[src/rtl/sdram_cke_monitor.sv]
module sdram_cke_monitor #(
  parameter int SETUP_CYC = 1
) (
  input  logic       clk,
  input  logic       rst_n,
  input  logic       cke,
  input  logic       cs_n,
  input  logic       ras_n,
  input  logic       cas_n,
  input  logic       we_n,
  input  logic       banks_idle,
  output logic [2:0] state_o,
  output logic       illegal_o,
  output logic       invalid_o
);
  localparam int CW = (SETUP_CYC < 1) ? 1 : $clog2(SETUP_CYC + 1);
  localparam logic [CW-1:0] WIN_LOAD = CW'(SETUP_CYC);

  localparam logic [2:0] S_ACT  = 3'd0;
  localparam logic [2:0] S_IDLE = 3'd1;
  localparam logic [2:0] S_PD   = 3'd2;
  localparam logic [2:0] S_SR   = 3'd3;
  localparam logic [2:0] S_SUSP = 3'd4;

  logic [2:0]    state_q, state_d;
  logic          cke_q;
  logic [CW-1:0] win_q, win_d;
  logic          ill_d, inv_d;

  wire quiet  = cs_n | (ras_n & cas_n & we_n);
  wire aref   = !cs_n & !ras_n & !cas_n & we_n;
  wire mrs    = !cs_n & !ras_n & !cas_n & !we_n;
  wire lowpwr = (state_q == S_PD) || (state_q == S_SR);
  wire [2:0] norm_st = banks_idle ? S_IDLE : S_ACT;

  always_comb begin
    state_d = state_q;
    win_d   = win_q;
    ill_d   = 1'b0;
    inv_d   = 1'b0;
    if (win_q != '0 && !lowpwr) begin
      win_d = win_q - 1'b1;
      if (!quiet) ill_d = 1'b1;
    end
    case (state_q)
      S_PD, S_SR: begin
        if (cke_q) inv_d = 1'b1;
        else if (cke) begin
          if (quiet) begin
            state_d = S_IDLE;
            win_d   = WIN_LOAD;
          end else ill_d = 1'b1;
        end
      end
      S_SUSP: if (cke) state_d = norm_st;
      default: begin
        if (cke) begin
          state_d = norm_st;
          if (mrs && !banks_idle) ill_d = 1'b1;
        end else if (banks_idle) begin
          if (aref)       state_d = S_SR;
          else if (quiet) state_d = S_PD;
          else if (mrs)   state_d = S_IDLE;
          else            state_d = S_SUSP;
        end else begin
          if (aref || mrs) ill_d = 1'b1;
          state_d = S_SUSP;
        end
      end
    endcase
  end

  always_ff @(posedge clk) begin
    if (!rst_n) begin
      state_q   <= S_IDLE;
      cke_q     <= 1'b1;
      win_q     <= '0;
      illegal_o <= 1'b0;
      invalid_o <= 1'b0;
    end else begin
      state_q   <= state_d;
      cke_q     <= cke;
      win_q     <= win_d;
      illegal_o <= ill_d;
      invalid_o <= inv_d;
    end
  end

  assign state_o = state_q;
endmodule


[config.mk]
export PLATFORM = sky130hd
export DESIGN_NAME = sdram_cke_monitor
export DESIGN_NICKNAME = d
export VERILOG_FILES = /design/src/rtl/sdram_cke_monitor.sv
export SDC_FILE = /design/constraint.sdc
export NUM_CORES = 1
export LEC_CHECK = 0
export ABC_AREA = 1
export BUFFER_PORTS_ARGS = -buffer_cell sky130_fd_sc_hd__buf_4
export CELL_PAD_IN_SITES_DETAIL_PLACEMENT = 2
export CELL_PAD_IN_SITES_GLOBAL_PLACEMENT = 2
export CORE_MARGIN = 2
export CORE_UTILIZATION = 22
export DETAILED_ROUTE_END_ITERATION = 8
export GPL_TIMING_DRIVEN = 1
export PLACE_DENSITY_LB_ADDON = 0.1
export SLEW_MARGIN = 40
export SYNTH_ARGS = -nofsm -noshare
export SYNTH_HDL_FRONTEND = slang
export SYNTH_SLANG_ARGS = --single-unit
[constraint.sdc]
create_clock -name clk -period 1.5 [get_ports clk]
set_clock_uncertainty 0.1 [all_clocks]
set_input_delay 0.3 -clock clk [delete_from_list [all_inputs] [get_ports clk]]
set_output_delay 0.3 -clock clk [all_outputs]
set_load 0.01 [all_outputs]
==> results of run 1 <==
[cells by family (layout without fill, tap and decap cells)]
family                 after synthesis  count (layout)
buffers and inverters               10              26
and+or+nand+nor                     38              38
AOI/OAI and AO/OA                    5               5
DFF                                  7               7
[cells in the final DEF (no fill, tap or decap)]
master and n:
nor2_1 10, clkbuf_4 3, inv_2 1, a21oi_1 3, nor2_4 1, nor3_1 1
o21ai_0 2, nand3_1 8, buf_4 12, nand4_1 2, nand2_2 2, dfxtp_1 7
nand2_1 14, clkbuf_1 1, inv_1 9
[worst register-to-register path: stages (launching register included)]
cell,delay [ps]
dfxtp_1,380
inv_1,90
nor2_4,160
nand3_1,160
nand3_1,140
nor2_1,60
nor2_1,100
[state kept, by name (all words and copies together), names as in the netlist]
register,count
invalid_o,1
cke_q,1
illegal_o,1
state_o,3
win_q,1
[metal layers]
layer	vias to the layer above	global-route usage
li1	222	-
met1	201	0.192
met2	7	0.206
met3	2	0.0360
met4	0	0.0882
met5	-	0
[report_power, final]
part | leakage (nW) | internal [mW] | switching [mW]
clock network | 0.0150 | 0.102 | 0.0720
logic | 0.192 | 0.0581 | 0.0793
registers | 0.0575 | 0.201 | 0.0134
total | 0.265 | 0.361 | 0.165
[stage by stage]
step	power, mW	hold slack, ps
global placement	0.355	340
CTS	0.542	150
global route	0.574	159
finish	0.526	162
floorplan	0.295	269
detailed placement	0.359	356
[final timing paths]
path,from,endpoint,slack [ps]
min reg2reg,win_q$_SDFF_PN0_,win_q$_SDFF_PN0_,360
max,state_o[2]$_SDFFE_PN0P_,state_o[2],250
max reg2reg,state_o[1]$_SDFFE_PN0P_,state_o[1]$_SDFFE_PN0P_,250
min,rst_n,cke_q$_SDFF_PN1_,160
[layout make-up]
cell class	count	area, sq um	share of cell area
Clock buffer	4	26.3	0.0515
Inverter	10	37.5	0.0735
Multi-Input combinational cell	43	196	0.385
Sequential cell	7	140	0.275
Tap cell	16	20.0	0.0392
Timing Repair Buffer	12	90.1	0.176
==> flow_metrics.tcl, run 1 <==
set metrics [dict create \
    synth_seq_cells 7 \
    max_freq_mhz 800 \
    critPathSlowestCell "dfxtp_1" \
    cp_num_buf_inv 1 \
    layout.cells.non_filler 92 \
    peakVddDrop_uv 316 \
    arrival_ps 850 \
    place_congestion 0.728 \
    synthMuxAreaShare 0 \
    rsz0062_at_grt "no" \
    io_buffers 12 \
    post-route-period-util 0.833 \
    ys_async_sr_fraction 0 \
    numCtsBuffers 3 \
    r2r_cells 6 \
    dr.pass1.iters 3 \
    worst-path-max-fanout 5 \
    hold_violations 0 \
    ios 13 \
    wl_met3_microns 40 \
    setup_tns_ps 0 \
    antennaDiodeCount 0 \
    yosysTopAreaCell "dfxtp_1" \
    yosys_warnings 0 \
    cts_sinks 7 \
    synthXorXnorAreaFrac 0 \
    final-setup-viol-count 0 \
    crit_family "flip-flops" \
    maxCapViolCount 0 \
    period_minus_slack_ps 1250 \
    syn2layout_area_growth_pct 36.5 \
    postLayoutCellArea_sq_um 510 \
    clock_latency_ps 260 \
    finalMaxSlewViolations 0 \
    cts_tree "built" \
    wirelength_met1_microns 544 \
    cts.repair.resized 0 \
    finalWorstSetupSlack_ps 250 \
    die_h_microns 45.2 \
    antenna_left 0 \
    htreeDepth 1 \
    dpl.hpwl_microns 968 \
    wl_per_cell_microns 12.6 \
    wl_met2_microns 564 \
    grt_pass1_vias 459 \
    leakagePower_nw 0.265 \
    rows 14 \
    cts-hold-fix-buffers 0 \
    grt_usage 0.144 \
    core_sq_um 1540 \
    post-route-util 0.331 \
    ys_types 12 \
    cp.depth 1 \
    antenna_found_initial 0 \
    path_cells "buf_4" \
    cts_setup_buffers 0 \
    ys_seq_area_frac 0.375 \
    cp.required_ps 1100 \
    start_util 0.243 \
    synth_edf_count 0 \
    placedCellCount 88 \
    dpl_worst_slack_ps 132 \
    synth_area_per_cell_sq_um 6.24 \
    drtIter0Drc 2 \
    path_clk_slew_ps 60 \
    end_kind "output pin" \
    synth_top_area_frac 0.375 \
    ys.flop_type "dfxtp_1" \
    clockBufferDepth 2 \
    num_vias 432 \
    grt_pass1_wl_microns 2050 \
    synth-compound-area-share 0.0669 \
    synth_fa_ha_area_frac 0 \
    die_w_microns 45.2 \
    synth_top_family_by_area "simple AND/OR/NAND/NOR gates" \
    syn-num-nets 68 \
    fillers 203 \
    grt_max_degree 7 \
    die_area_sq_um 2050 \
    hold_class "in -> reg" \
    synthCells 60 \
    crit_path_max_incr_delay_ps 430 \
    powerDensity_nw_per_um2 1030 \
    whs_path_depth 2 \
    drc 0 \
    worstMarginPinSlew_ps 287 \
    top_layer "met4" \
    synth_area_leaders "dfxtp_1 37%, nand2_1 14%, nand3_1 11%, nor2_1 10%, inv_1 9.0%" \
    slew_headroom 0.807 \
    status "completed" \
    critPathKind "reg -> out" \
    root_buffer "clkbuf_4" \
    netlist_top_cells_count "14 x nand2_1, 10 x nor2_1, 9 x inv_1, 8 x nand3_1, 7 x dfxtp_1" \
    syn_area_sq_um 374 \
    dpl_cell_area_sq_um 484 \
    drive_above_1_share 0.250 \
    overflow 0 \
    synthSimpleGateAreaFrac 0.458 \
    critPathLaunchType "flip-flop" \
    synth.most_common_cell "nand2_1" \
    via_per_inst 4.70 \
    fin_nets 85 \
    totalWireLength_microns 1160 \
]
Power figures use the tool's default switching activity.
==> run 2: changes to the inputs <==
--- a/config.mk
+++ b/config.mk
@@ -5,7 +5,7 @@
 export SDC_FILE = /design/constraint.sdc
 export NUM_CORES = 1
 export LEC_CHECK = 0
-export ABC_AREA = 1
+export ABC_AREA = 0
 export BUFFER_PORTS_ARGS = -buffer_cell sky130_fd_sc_hd__buf_4
 export CELL_PAD_IN_SITES_DETAIL_PLACEMENT = 2
 export CELL_PAD_IN_SITES_GLOBAL_PLACEMENT = 2
==> constraint.sdc (replaced) <==
create_clock -name clk -period 1.1 [get_ports clk]
set_clock_uncertainty 0.1 [all_clocks]
set_input_delay 0.22 -clock clk [delete_from_list [all_inputs] [get_ports clk]]
set_output_delay 0.22 -clock clk [all_outputs]
set_load 0.01 [all_outputs]
==> run 2 against run 1 <==
Compared with the run above:
- the flow now finishes with violations (setup timing)
- synthesized cell count down 32%
- clock power up 38%
- via count decreased by 0.93%
- area after synthesis fell by 6.4%
- critical path depth is 3 higher
- core utilization grew 9.5 points
- sequential power rose by 28%
- design area grew 26%
- sequential cell count unchanged
- critical endpoint is now state_o[1]$_SDFFE_PN0P_
- largest power group unchanged
- highest routed layer unchanged
==> flow_metrics.tcl, run 2 <==
set metrics [dict create \
    status "complete, but fails checks" \
    violations "setup timing" \
    antenna_found_initial 0 \
    cts_sinks 7 \
    ys_seq_area_frac 0.400 \
    drive_above_1_share 0.563 \
    ys.flop_type "dfxtp_1" \
    drtIter0Drc 4 \
    yosysTopAreaCell "dfxtp_1" \
    numCtsBuffers 3 \
    synthCells 41 \
    leakagePower_nw 0.283 \
    syn2layout_area_growth_pct 83.2 \
    powerDensity_nw_per_um2 1080 \
    dpl_worst_slack_ps -302 \
    critPathLaunchType "flip-flop" \
    rsz0062_at_grt "yes" \
    ys_async_sr_fraction 0 \
    largest_reg_flops 3 \
    synth_edf_count 0 \
    syn-num-nets 49 \
    syn_area_sq_um 350 \
    synth.most_common_cell "dfxtp_1" \
    setup_tns_ps -770 \
    grt_pass1_vias 484 \
    ys_types 21 \
    clockBufferDepth 2 \
    die_h_microns 43.9 \
    synth_seq_cells 7 \
    root_buffer "clkbuf_4" \
    cp.required_ps 1180 \
    clock_latency_ps 250 \
    antennaDiodeCount 0 \
    yosys_warnings 0 \
    rows 14 \
    critPathKind "reg -> reg" \
    worst-path-max-fanout 3 \
    finalMaxSlewViolations 0 \
    fin_nets 80 \
    arrival_ps 1410 \
    via_per_inst 4.92 \
    hold_violations 0 \
    path_clk_slew_ps 60 \
    final-setup-viol-count 6 \
    synth_top_area_frac 0.400 \
    peakVddDrop_uv 496 \
    hold_class "in -> reg" \
    totalWireLength_microns 1340 \
    io_buffers 12 \
    cts_tree "built" \
    post-route-util 0.426 \
    slew_headroom 0.767 \
    end_kind "flip-flop" \
    die_w_microns 43.9 \
    die_area_sq_um 1930 \
    grt_usage 0.161 \
    overflow 0 \
    finalWorstSetupSlack_ps -232 \
    grt_pass1_wl_microns 2170 \
    ios 13 \
    netlist_top_cells_count "7 x dfxtp_1, 5 x a21oi_1, 4 x nand2_1, 4 x nor2_1" \
    start_util 0.233 \
    layout_common_cells "20 x buf_4, 6 x buf_6, 4 x nor2_1, 4 x nand2_1, 4 x dfxtp_1" \
    fillers 180 \
    drc 0 \
    post-route-period-util 1.21 \
    max_freq_mhz 751 \
    num_vias 428 \
    place_congestion 0.762 \
    period_minus_slack_ps 1330 \
    hold_ws_ps 131 \
    worstMarginPinSlew_ps 348 \
    maxCapViolCount 0 \
    grt_max_degree 7 \
    htreeDepth 1 \
    synth_area_leaders "dfxtp_1 40%, a21oi_1 7.1%, nor2b_1 5.4%, a31o_4 5.0%, o21ai_0 4.3%" \
    dr.pass1.iters 3 \
    wl_per_cell_microns 15.4 \
    core_sq_um 1510 \
    final_common_cell "buf_4" \
    dpl.hpwl_microns 1070 \
    synth_area_per_cell_sq_um 8.54 \
    antenna_left 0 \
]
## run 2: changes by cell type after synthesis, moves of 2 or more
| cell | before | now |
|---|---|---|
| nand2_1 | 14 | 4 |
| inv_1 | 9 | 1 |
| nand3_1 | 8 | 1 |
| nor2_1 | 10 | 4 |
| nor2b_1 | 0 | 3 |
| a21oi_1 | 3 | 5 |
| nand2_2 | 2 | 0 |
| nand4_1 | 2 | 0 |
## run 2: layer usage
metal | global-route usage | routed length (microns) | share of wire
met5 | 0 | 0 | 0
met4 | 0.0545 | 5 | 0.0037
met3 | 0.0542 | 63 | 0.047
met1 | 0.176 | 538 | 0.40
met2 | 0.288 | 731 | 0.55
## run 2: cell families after synthesis
| family | Yosys count | synth area share |
|---|---|---|
| AND/OR/NAND/NOR | 19 | 0.300 |
| AO/OA/AOI/OAI | 13 | 0.257 |
| flip-flops | 7 | 0.400 |
| multiplexers | 1 | 0.0321 |
| buffers and inverters | 1 | 0.0107 |
## run 2: what timing repair did
action / in CTS / in global routing
resized for setup: 9 / 2
buffers inserted: 1 / 1
hold buffers: 0 / 0
pin swaps: 2 / 2
hold endpoints to repair: 0 / 0
endpoints found under the setup margin: 6 / 6
## run 2: power breakdown
| part | internal, mW | switching (mW) |
|---|---|---|
| clock | 0.139 | 0.101 |
| sequential | 0.266 | 0.0102 |
| combinational | 0.103 | 0.0748 |
| total | 0.507 | 0.186 |
## run 2: through the flow
| step | power (mW) | instance area (sq um) | instances |
|---|---|---|---|
| after floorplan | 0.336 | 363 | 41 |
| after global placement | 0.429 | 571 | 82 |
| after detailed placement | 0.439 | 571 | 82 |
| after CTS | 0.698 | 634 | 87 |
| after global routing | 0.737 | 642 | 87 |
| final | 0.693 | 642 | 87 |
## run 2: cell type report
type	count	area, sq um	area share
Tap cell	16	20.0	0.0312
Sequential cell	7	146	0.228
Clock buffer	4	26.3	0.0409
Multi-Input combinational cell	33	228	0.355
Inverter	1	3.75	0.00585
Timing Repair Buffer	26	218	0.339
## run 2: worst paths after layout
kind	startpoint	endpoint	slack, ps	cells past startpoint
max	state_o[1]$_SDFFE_PN0P_	state_o[1]$_SDFFE_PN0P_	-230	4
min	rst_n	cke_q$_SDFF_PN1_	130	2
max reg2reg	state_o[1]$_SDFFE_PN0P_	state_o[1]$_SDFFE_PN0P_	-230	4
min reg2reg	win_q$_SDFF_PN0_	win_q$_SDFF_PN0_	410	2
## run 2: critical path, cell delays in order, from the launching register on
cell and delay, ps:
dfxtp_2 320, nor2b_4 130, a21oi_2 110, or4b_4 470
a21oi_2 130
==> run 3: changes to the inputs <==
==> constraint.sdc (replaced) <==
create_clock -name clk -period 1.1 [get_ports clk]
set_clock_uncertainty 0.1 [all_clocks]
set_input_delay 0.22 -clock clk [delete_from_list [all_inputs] [get_ports clk]]
set_output_delay 0.22 -clock clk [all_outputs]
set_load 0.05 [all_outputs]
==> run 3 against run 2 <==
Compared with the run above:
- the run still ends with setup timing left
- die area unchanged
- cell count increased by 2.3%
- power is 5.5% higher
- clock power about the same
- critical endpoint unchanged
- largest cell class is now non-clock buffers
- highest routed layer unchanged
==> flow_metrics.tcl, run 3 (synthesized netlist as in run 2, its figures left out) <==
set metrics [dict create \
    period_minus_slack_ps 1360 \
    rows 14 \
    crit_path_max_incr_delay_ps 460 \
    antenna_found_initial 0 \
    clock_latency_ps 250 \
    path_cells "nor2b_4 -> a21oi_2 -> or4b_1 -> a21oi_2" \
    antenna_left 0 \
    critPathKind "reg -> reg" \
    cp.required_ps 1180 \
    die_w_microns 43.9 \
    status "complete, but fails checks" \
    io_buffers 12 \
    slew_headroom 0.772 \
    place_congestion 0.771 \
    maxCapViolCount 0 \
    numCtsBuffers 3 \
    htreeDepth 1 \
    largest_reg_flops 3 \
    worstMarginPinSlew_ps 341 \
    drive_above_1_share 0.589 \
    drc 0 \
    hold_violations 0 \
    core_sq_um 1510 \
    root_buffer "clkbuf_4" \
    cts-hold-fix-buffers 0 \
    dpl.hpwl_microns 1010 \
    worst-path-max-fanout 3 \
    totalWireLength_microns 1260 \
    start_util 0.233 \
    final-setup-viol-count 7 \
    rsz0062_at_grt "yes" \
    fin_nets 82 \
    cts_sinks 7 \
    critPathLaunchType "flip-flop" \
    post-route-period-util 1.23 \
    critPathSlowestCell "or4b_1" \
    fillers 166 \
    grt_pass1_wl_microns 2060 \
    finalWorstSetupSlack_ps -258 \
    end_kind "flip-flop" \
    antennaDiodeCount 0 \
    finalMaxSlewViolations 0 \
    num_vias 429 \
    grt_usage 0.152 \
    arrival_ps 1440 \
    hold_ws_ps 119 \
    wl_per_cell_microns 14.1 \
    multiInputGateArea_sq_um 236 \
    path_clk_slew_ps 50 \
    via_per_inst 4.82 \
    hold_class "in -> reg" \
    violations "setup timing" \
    layout_common_cells "21 x buf_4, 5 x buf_6, 4 x nor2_1, 4 x nand2_1, 4 x dfxtp_1" \
    drtIter0Drc 2 \
    clockBufferDepth 2 \
    grt_pass1_vias 492 \
    die_area_sq_um 1930 \
    dr.pass1.iters 2 \
    ios 13 \
    cts_tree "built" \
    syn2layout_area_growth_pct 94.6 \
    die_h_microns 43.9 \
    powerDensity_nw_per_um2 1070 \
    post-route-util 0.453 \
    final_common_cell "buf_4" \
    overflow 0 \
    regArea_sq_um 151 \
    max_freq_mhz 736 \
    leakagePower_nw 0.295 \
    peakVddDrop_uv 460 \
    path_common_cell "a21oi_2" \
    grt_max_degree 7 \
]
==> run 3: stage by stage <==
stage	cell area [sq um]	TNS, ps	std cells	setup slack [ps]	power [mW]
2_1_floorplan	379	-622	41	-295	0.363
3_3_place_gp	572	-752	80	-236	0.452
3_5_place_dp	572	-946	80	-312	0.460
4_1_cts	643	-969	87	-267	0.726
5_1_grt	682	-1310	89	-297	0.778
6_report	682	-981	89	-258	0.731
==> run 3: worst max-delay path: cells and delay by family (launching register included) <==
family             cells  cell delay [ps]
AOI/OAI and AO/OA      2              250
DFF                    1              340
and+or+nand+nor        2              600
==> run 3: what timing repair did <==
action                     in CTS  in global routing
setup endpoints to repair       6                 10
gates resized for setup         6                  7
pin swaps                       3                  4
buffers inserted                3                  3
hold endpoints to repair        0                  0
==> run 3: layout make-up <==
class | instances | share of cell area
Tap cell | 16 | 0.0294
Timing Repair Buffer | 28 | 0.358
Sequential cell | 7 | 0.222
Inverter | 1 | 0.00550
Clock buffer | 4 | 0.0385
Multi-Input combinational cell | 33 | 0.347
==> run 3: worst paths after layout <==
kind	start	to	slack, ps	depth (start not counted)
worst max-delay path	state_o[1]$_SDFFE_PN0P_	state_o[1]$_SDFFE_PN0P_	-260	4
worst min-delay path	rst_n	state_o[0]$_SDFFE_PN1P_	120	2
worst max register to register	state_o[1]$_SDFFE_PN0P_	state_o[1]$_SDFFE_PN0P_	-260	4
worst min register to register	win_q$_SDFF_PN0_	win_q$_SDFF_PN0_	390	2
==> run 3: where the power goes <==
part	internal [mW]	switching, mW
clock network	0.139	0.101
registers	0.264	0.0109
logic	0.113	0.104
==> run 3: per-layer routing <==
metal	up-vias	global-route usage	routed length, microns
met1	201	0.148	514
met4	0	0.0364	5
met2	12	0.291	678
met5	-	0	0
met3	2	0.0625	60
li1	214	-	-
